File: src/rtl/fti_pkg.sv
// Shared constants for the FIFO threshold interrupt controller.
// Assumes a 3-bit register address space and a 7-bit interrupt vector.
package fti_pkg;
    localparam int IRQ_W  = 7;
    localparam int IB_TXE = 0;   // transmit level at or below threshold
    localparam int IB_TXO = 1;   // transmit overflow, sticky
    localparam int IB_RXU = 2;   // receive underflow, sticky
    localparam int IB_RXO = 3;   // receive overflow, sticky
    localparam int IB_RXF = 4;   // receive level above threshold
    localparam int IB_SSI = 6;   // slave-select inactive, sticky

    localparam int CB_ALL = 0;
    localparam int CB_RXU = 1;
    localparam int CB_RXO = 2;
    localparam int CB_TXO = 3;

    localparam int N_STICKY = 4;

    typedef enum logic [2:0] {
        A_TXTHR = 3'd0,
        A_RXTHR = 3'd1,
        A_MASK  = 3'd2,
        A_RAW   = 3'd3,
        A_MSKD  = 3'd4,
        A_CLR   = 3'd5,
        A_TXLVL = 3'd6,
        A_RXLVL = 3'd7
    } reg_addr_e;
endpackage

File: src/rtl/fti_thresh_regs.sv
// Holds the transmit and receive threshold registers.
// Assumes writes arrive as one-cycle strobes; writes are dropped while en_i is high.
module fti_thresh_regs #(
    parameter int TH_W = 5
) (
    input  logic            clk,
    input  logic            rst_n,
    input  logic            en_i,
    input  logic            wr_tx_i,
    input  logic            wr_rx_i,
    input  logic [TH_W-1:0] wdata_i,
    output logic [TH_W-1:0] tx_thr_o,
    output logic [TH_W-1:0] rx_thr_o
);
    logic [1:0]      sel;
    logic [TH_W-1:0] thr_q [2];

    assign sel = {wr_rx_i, wr_tx_i};

    for (genvar g = 0; g < 2; g++) begin : g_thr
        // Capture a threshold only while the controller is disabled.
        always_ff @(posedge clk) begin
            if (!rst_n)
                thr_q[g] <= '0;
            else if (sel[g] && !en_i)
                thr_q[g] <= wdata_i;
        end

        p_thr_lock_r8: assert property (@(posedge clk) disable iff (!rst_n)
            en_i |=> $stable(thr_q[g]));
    end

    assign tx_thr_o = thr_q[0];
    assign rx_thr_o = thr_q[1];
endmodule

File: src/rtl/fti_sticky_bank.sv
// A bank of sticky event flags, each set by an event and cleared by a request.
// Assumes a set and a clear in the same cycle leave the flag set.
module fti_sticky_bank #(
    parameter int N = 4
) (
    input  logic         clk,
    input  logic         rst_n,
    input  logic [N-1:0] set_i,
    input  logic [N-1:0] clr_i,
    output logic [N-1:0] flag_o
);
    logic [N-1:0] flag_q;

    for (genvar g = 0; g < N; g++) begin : g_bit
        // Set on an event, drop on a clear without a new event, else hold.
        always_ff @(posedge clk) begin
            if (!rst_n)
                flag_q[g] <= 1'b0;
            else if (set_i[g])
                flag_q[g] <= 1'b1;
            else if (clr_i[g])
                flag_q[g] <= 1'b0;
        end

        p_hold_r4: assert property (@(posedge clk) disable iff (!rst_n)
            (flag_q[g] && !clr_i[g]) |=> flag_q[g]);
        p_event_wins_r6: assert property (@(posedge clk) disable iff (!rst_n)
            set_i[g] |=> flag_q[g]);
        p_clear_r5: assert property (@(posedge clk) disable iff (!rst_n)
            (clr_i[g] && !set_i[g]) |=> !flag_q[g]);
    end

    assign flag_o = flag_q;
endmodule

File: src/rtl/fti_level_cmp.sv
// Compares FIFO occupancies against the programmed thresholds.
// Assumes levels are wide enough to hold the full depth.
module fti_level_cmp #(
    parameter int LVL_W = 6,
    parameter int TH_W  = 5
) (
    input  logic [LVL_W-1:0] tx_level_i,
    input  logic [LVL_W-1:0] rx_level_i,
    input  logic [TH_W-1:0]  tx_thr_i,
    input  logic [TH_W-1:0]  rx_thr_i,
    output logic             tx_want_o,
    output logic             rx_want_o
);
    logic [LVL_W-1:0] tx_thr_ext;
    logic [LVL_W-1:0] rx_thr_ext;

    // Widen thresholds to level width before comparing.
    always_comb begin
        tx_thr_ext = LVL_W'(tx_thr_i);
        rx_thr_ext = LVL_W'(rx_thr_i);
        tx_want_o  = (tx_level_i <= tx_thr_ext);
        rx_want_o  = (rx_level_i >  rx_thr_ext);
    end
endmodule

File: src/rtl/fifo_thresh_irq.sv
// FIFO threshold interrupt controller: level and sticky interrupt sources,
// mask, clear register and status word behind a simple register port.
// Assumes DEPTH is 32 or 64 and DW covers both the 7-bit vector and a level.
module fifo_thresh_irq
    import fti_pkg::*;
#(
    parameter int DEPTH = 32,
    parameter int DW    = 8,
    localparam int LVL_W = $clog2(DEPTH) + 1,
    localparam int TH_W  = $clog2(DEPTH)
) (
    input  logic             clk,
    input  logic             rst_n,
    input  logic             ctrl_en,
    input  logic [LVL_W-1:0] tx_level,
    input  logic [LVL_W-1:0] rx_level,
    input  logic             tx_push,
    input  logic             tx_full,
    input  logic             tx_empty,
    input  logic             rx_push,
    input  logic             rx_pop,
    input  logic             rx_full,
    input  logic             rx_empty,
    input  logic             ss_inactive,
    input  logic             eng_busy,
    input  logic             slv_tx_busy,
    input  logic             reg_wr,
    input  logic [2:0]       reg_addr,
    input  logic [DW-1:0]    reg_wdata,
    output logic [DW-1:0]    reg_rdata,
    output logic             irq,
    output logic [5:0]       status
);
    logic [TH_W-1:0]     tx_thr, rx_thr;
    logic                tx_want, rx_want;
    logic [N_STICKY-1:0] stk_set, stk_clr, stk_flag;
    logic [IRQ_W-1:0]    raw, masked, mask_q;
    logic                clr_wr, clr_all;
    logic                unused_wdata;

    assign unused_wdata = ^reg_wdata;

    fti_thresh_regs #(.TH_W(TH_W)) u_thr (
        .clk      (clk),
        .rst_n    (rst_n),
        .en_i     (ctrl_en),
        .wr_tx_i  (reg_wr && (reg_addr == A_TXTHR)),
        .wr_rx_i  (reg_wr && (reg_addr == A_RXTHR)),
        .wdata_i  (reg_wdata[TH_W-1:0]),
        .tx_thr_o (tx_thr),
        .rx_thr_o (rx_thr)
    );

    fti_level_cmp #(.LVL_W(LVL_W), .TH_W(TH_W)) u_cmp (
        .tx_level_i (tx_level),
        .rx_level_i (rx_level),
        .tx_thr_i   (tx_thr),
        .rx_thr_i   (rx_thr),
        .tx_want_o  (tx_want),
        .rx_want_o  (rx_want)
    );

    // Route events and clear requests to the sticky bank (order: txo, rxu, rxo, ssi).
    always_comb begin
        clr_wr  = reg_wr && (reg_addr == A_CLR);
        clr_all = clr_wr && reg_wdata[CB_ALL];
        stk_set = {ss_inactive, rx_push && rx_full, rx_pop && rx_empty, tx_push && tx_full};
        stk_clr = {clr_all,
                   clr_all || (clr_wr && reg_wdata[CB_RXO]),
                   clr_all || (clr_wr && reg_wdata[CB_RXU]),
                   clr_all || (clr_wr && reg_wdata[CB_TXO])};
    end

    fti_sticky_bank #(.N(N_STICKY)) u_stk (
        .clk    (clk),
        .rst_n  (rst_n),
        .set_i  (stk_set),
        .clr_i  (stk_clr),
        .flag_o (stk_flag)
    );

    // Hold the interrupt mask written by software.
    always_ff @(posedge clk) begin
        if (!rst_n)
            mask_q <= '0;
        else if (reg_wr && (reg_addr == A_MASK))
            mask_q <= reg_wdata[IRQ_W-1:0];
    end

    // Assemble raw and masked vectors and the interrupt line.
    always_comb begin
        raw         = '0;
        raw[IB_TXE] = tx_want;
        raw[IB_TXO] = stk_flag[0];
        raw[IB_RXU] = stk_flag[1];
        raw[IB_RXO] = stk_flag[2];
        raw[IB_RXF] = rx_want;
        raw[IB_SSI] = stk_flag[3];
        masked      = raw & mask_q;
        irq         = |masked;
    end

    // Collect the polling status word.
    assign status = {slv_tx_busy, rx_full, rx_empty, tx_empty, tx_full, eng_busy};

    // Select read data for the current address.
    always_comb begin
        unique case (reg_addr)
            A_TXTHR: reg_rdata = DW'(tx_thr);
            A_RXTHR: reg_rdata = DW'(rx_thr);
            A_MASK:  reg_rdata = DW'(mask_q);
            A_RAW:   reg_rdata = DW'(raw);
            A_MSKD:  reg_rdata = DW'(masked);
            A_TXLVL: reg_rdata = DW'(tx_level);
            A_RXLVL: reg_rdata = DW'(rx_level);
            default: reg_rdata = '0;
        endcase
    end

    p_no_irq_unmasked_r7: assert property (@(posedge clk) disable iff (!rst_n)
        (mask_q == '0) |-> !irq);
    p_txe_empty_level_r2: assert property (@(posedge clk) disable iff (!rst_n)
        (tx_level == '0) |-> raw[IB_TXE]);
    p_rxf_empty_level_r3: assert property (@(posedge clk) disable iff (!rst_n)
        (rx_level == '0) |-> !raw[IB_RXF]);
    p_txo_set_r4: assert property (@(posedge clk) disable iff (!rst_n)
        (tx_push && tx_full) |=> raw[IB_TXO]);
endmodule

File: config.mk
export PLATFORM = sky130hd
export DESIGN_NAME = fifo_thresh_irq
export DESIGN_NICKNAME = d
export VERILOG_FILES = /design/src/rtl/fti_pkg.sv /design/src/rtl/fti_thresh_regs.sv /design/src/rtl/fti_sticky_bank.sv /design/src/rtl/fti_level_cmp.sv /design/src/rtl/fifo_thresh_irq.sv
export SDC_FILE = /design/constraint.sdc
export NUM_CORES = 1
export LEC_CHECK = 0
export CORE_UTILIZATION = 47
export CTS_BUF_LIST = sky130_fd_sc_hd__clkbuf_8
export DETAILED_ROUTE_END_ITERATION = 7
export PLACE_DENSITY = 0.82
export SYNTH_ARGS = -nofsm -noshare
export SYNTH_HDL_FRONTEND = slang
export SYNTH_SLANG_ARGS = --single-unit
File: constraint.sdc
create_clock -name clk -period 2.1 [get_ports clk]
set_input_delay 0.42 -clock clk [delete_from_list [all_inputs] [get_ports clk]]
set_output_delay 0.42 -clock clk [all_outputs]
set_load 0.02 [all_outputs]
==> reports/results.tsv <==
metric	value	unit
finalSetupViolCount	3	
place.port_buffers	43	
drv_slew	0	
clock_latency	0.27	ns
seq_area_frac_synth	34.1	%
synth.distinct_cells	41	
drt_iter0_markers	64	
finalNetCount	283	
routed_wl	4280	um
status	finished with violations	
grt_usage	26.9	%
yosys.area.top_type	edfxtp_1	
synth_edf_count	10	
hold_ws	0.559	ns
hold_viol_final	0	
ant_nets	0	
drcViolationCount	0	
clockPowerShare	25.0	%
overflow	0	
ctsHtreeMaxLevel	1	
hold_end	u_stk.flag_o[3]	
placedCellCount	270	
cp_max_fo	2	
r2r_start	u_stk.flag_o[0]	
setup_slack	-0.151	ns
maxCapViolations	0	
rsz0062_at_grt	true	
power_density	468	mW/mm2
clk_pin_slew	0.08	ns
period_share	107	%
critPathRequiredTime	1.68	ns
regArea	520	um2
rrSetupSlack	1.28	ns
final_cells	279	
fillers	245	
dp_hpwl	3330	um
drive_gt1_share	27.2	%
syn_to_final_growth	47.9	%
switchingPower	296	uW
p_sw_share	28.1	%
cts_buffer_depth	2	
syn_area	0.00153	mm2
critPathKind	reg -> out	
grt_pass1_wl	6870	um
clock-root-buffer	clkbuf_8	
syn_nets	216	
p_int	760	uW
fp-row-count	20	
syn_inst	169	
start_util	49.6	%
grt_max_degree	16	
fmax	444	MHz
multi_input_area	950	um2
core_area	0.00308	mm2
ys.flop_type	dfxtp_1	
cts_buffers	3	
die_y	59.0	um
cts.sinks	21	
cts_tree	done	
final_common_cell	buf_4	
rr_worst_depth	2	
timing.rr.end	u_stk.flag_o[0]	
viasPerCell	5.33	
endpoint_kind	output port	
wl_per_cell	15.3	um
yosysTopAreaCellShare	19.7	%
startpoint_type	flip-flop	
yosysWarningCount	0	
avgSynthCellArea	9.03	um2
diodes	0	
dr.pass1.iters	4	
place.gp.congestion	0.885	
violations	negative setup slack	
finalClockSkew	0	ns
p_comb_share	30.8	%
antenna_found_initial	0	
final_cell_mix	buf_4 (35), clkdlybuf4s50_1 (22), and2_1 (13), dfxtp_1 (11)	
pre_cts_slack	-0.882	ns
design_area	0.00226	mm2
async_flop_share	0	%
crit_arrival	1.83	ns
leakage	0.000977	uW
grt_pass1_vias	1528	
synth_area_leaders	edfxtp_1 (20%), dfxtp_1 (14%), ha_1 (8.2%)	
pin_count	52	
placed_cell_area	0.00212	mm2
finalCriticalPeriod	2.25	ns
hp-start	u_stk.flag_o[3]	
dieArea	0.00348	mm2
route.vias.total	1488	
hold_class	reg -> reg	
pwr-share-seq	44.1	%
ys_ff_latch	21	
die_x	59.0	um
whs_path_depth	2	
ir_drop	0.000433	V
## what timing repair did
action	CTS	global route
hold buffers	0	0
setup endpoints to repair	8	6
gates resized for setup	69	12
setup buffers	3	2
hold endpoints to repair	0	0
pin swaps	19	12
## worst max-delay path, cell delays in order, from the launching register on
cell and delay, ns:
edfxtp_1 0.38, inv_2 0.09, ha_4 0.20, a211o_1 0.25, a31oi_1 0.18, a32oi_2 0.09, o221ai_1 0.19, buf_4 0.17
## power by group through the flow
stage          clock network, uW  logic (uW)  registers [uW]
4_1_cts                      273         304             465
3_5_place_dp                   0         300             474
3_3_place_gp                   0         289             473
2_1_floorplan                  0         147             466
5_1_grt                      287         352             468
6_report                     264         326             466
## flip-flops by register name, summed over array words and instances, names as in the netlist
signal and flops:
mask_q 7, u_thr.thr_q 10, u_stk.flag_o 4
## per-stage QoR
step | total power (uW) | utilization [%] | setup TNS (ns)
6_report | 1060 | 73.3 | -0.368
5_1_grt | 1110 | 73.3 | -0.590
4_1_cts | 1040 | 71.3 | -0.453
3_5_place_dp | 773 | 68.9 | -5.95
3_3_place_gp | 763 | 68.9 | -5.55
2_1_floorplan | 614 | - | 0
## how the worst max path moves through the flow
stage	start	to	slack [ns]	depth (start not counted)
CTS	u_thr.thr_q[0][4]	irq	-0.18	8
detailed placement	tx_level[4]	irq	-0.88	7
global placement	tx_level[4]	irq	-0.80	7
global route	u_thr.thr_q[0][4]	irq	-0.24	7
finish	u_thr.thr_q[0][4]	irq	-0.15	7
floorplan	rx_level[4]	reg_rdata[4]	0.02	4
## cells by family after synthesis
group           count (synthesis)  share of synthesized area, %
simple gates                   59                          22.4
compound gates                 41                          18.2
buf+inv                        25                          8.77
flops                          21                          34.1
mux                            12                          8.11
fa+ha+maj                      10                          8.20
other cells                     1                         0.246
## cells in the mapped netlist, drive strengths merged (2+ instances only)
| library cell | instances |
|---|---|
| and3 | 4 |
| nor2b | 12 |
| a21o | 3 |
| ha | 10 |
| o221ai | 2 |
| a222oi | 3 |
| nand2 | 10 |
| mux2i | 9 |
| buf | 11 |
| dfxtp | 11 |
| and2 | 14 |
| a21boi | 3 |
| a221oi | 4 |
| edfxtp | 10 |
| o21ai | 10 |
| inv | 13 |
| mux2 | 3 |
| nor2 | 7 |
| nand3 | 5 |
| a21oi | 9 |
| and4b | 2 |
## per-layer routing
layer	wire length (um)	part of all wire, %	global-route usage (%)	vias up
met4	116	2.7	14.3	0
met1	1760	41	31.9	675
li1	-	-	-	735
met3	238	5.6	2.84	11
met2	2160	50	47.6	67
met5	0	0	0	-
## layout make-up
class,instances,share of cell area (%)
flip-flops and latches,21,23.1
well taps,44,2.44
clock buffers,3,1.83
inverters,13,2.16
repair buffers,74,28.2
clock inverters,1,0.222
multi-input cells,123,42.1
Note: power is estimated with default switching activity, not from simulation.
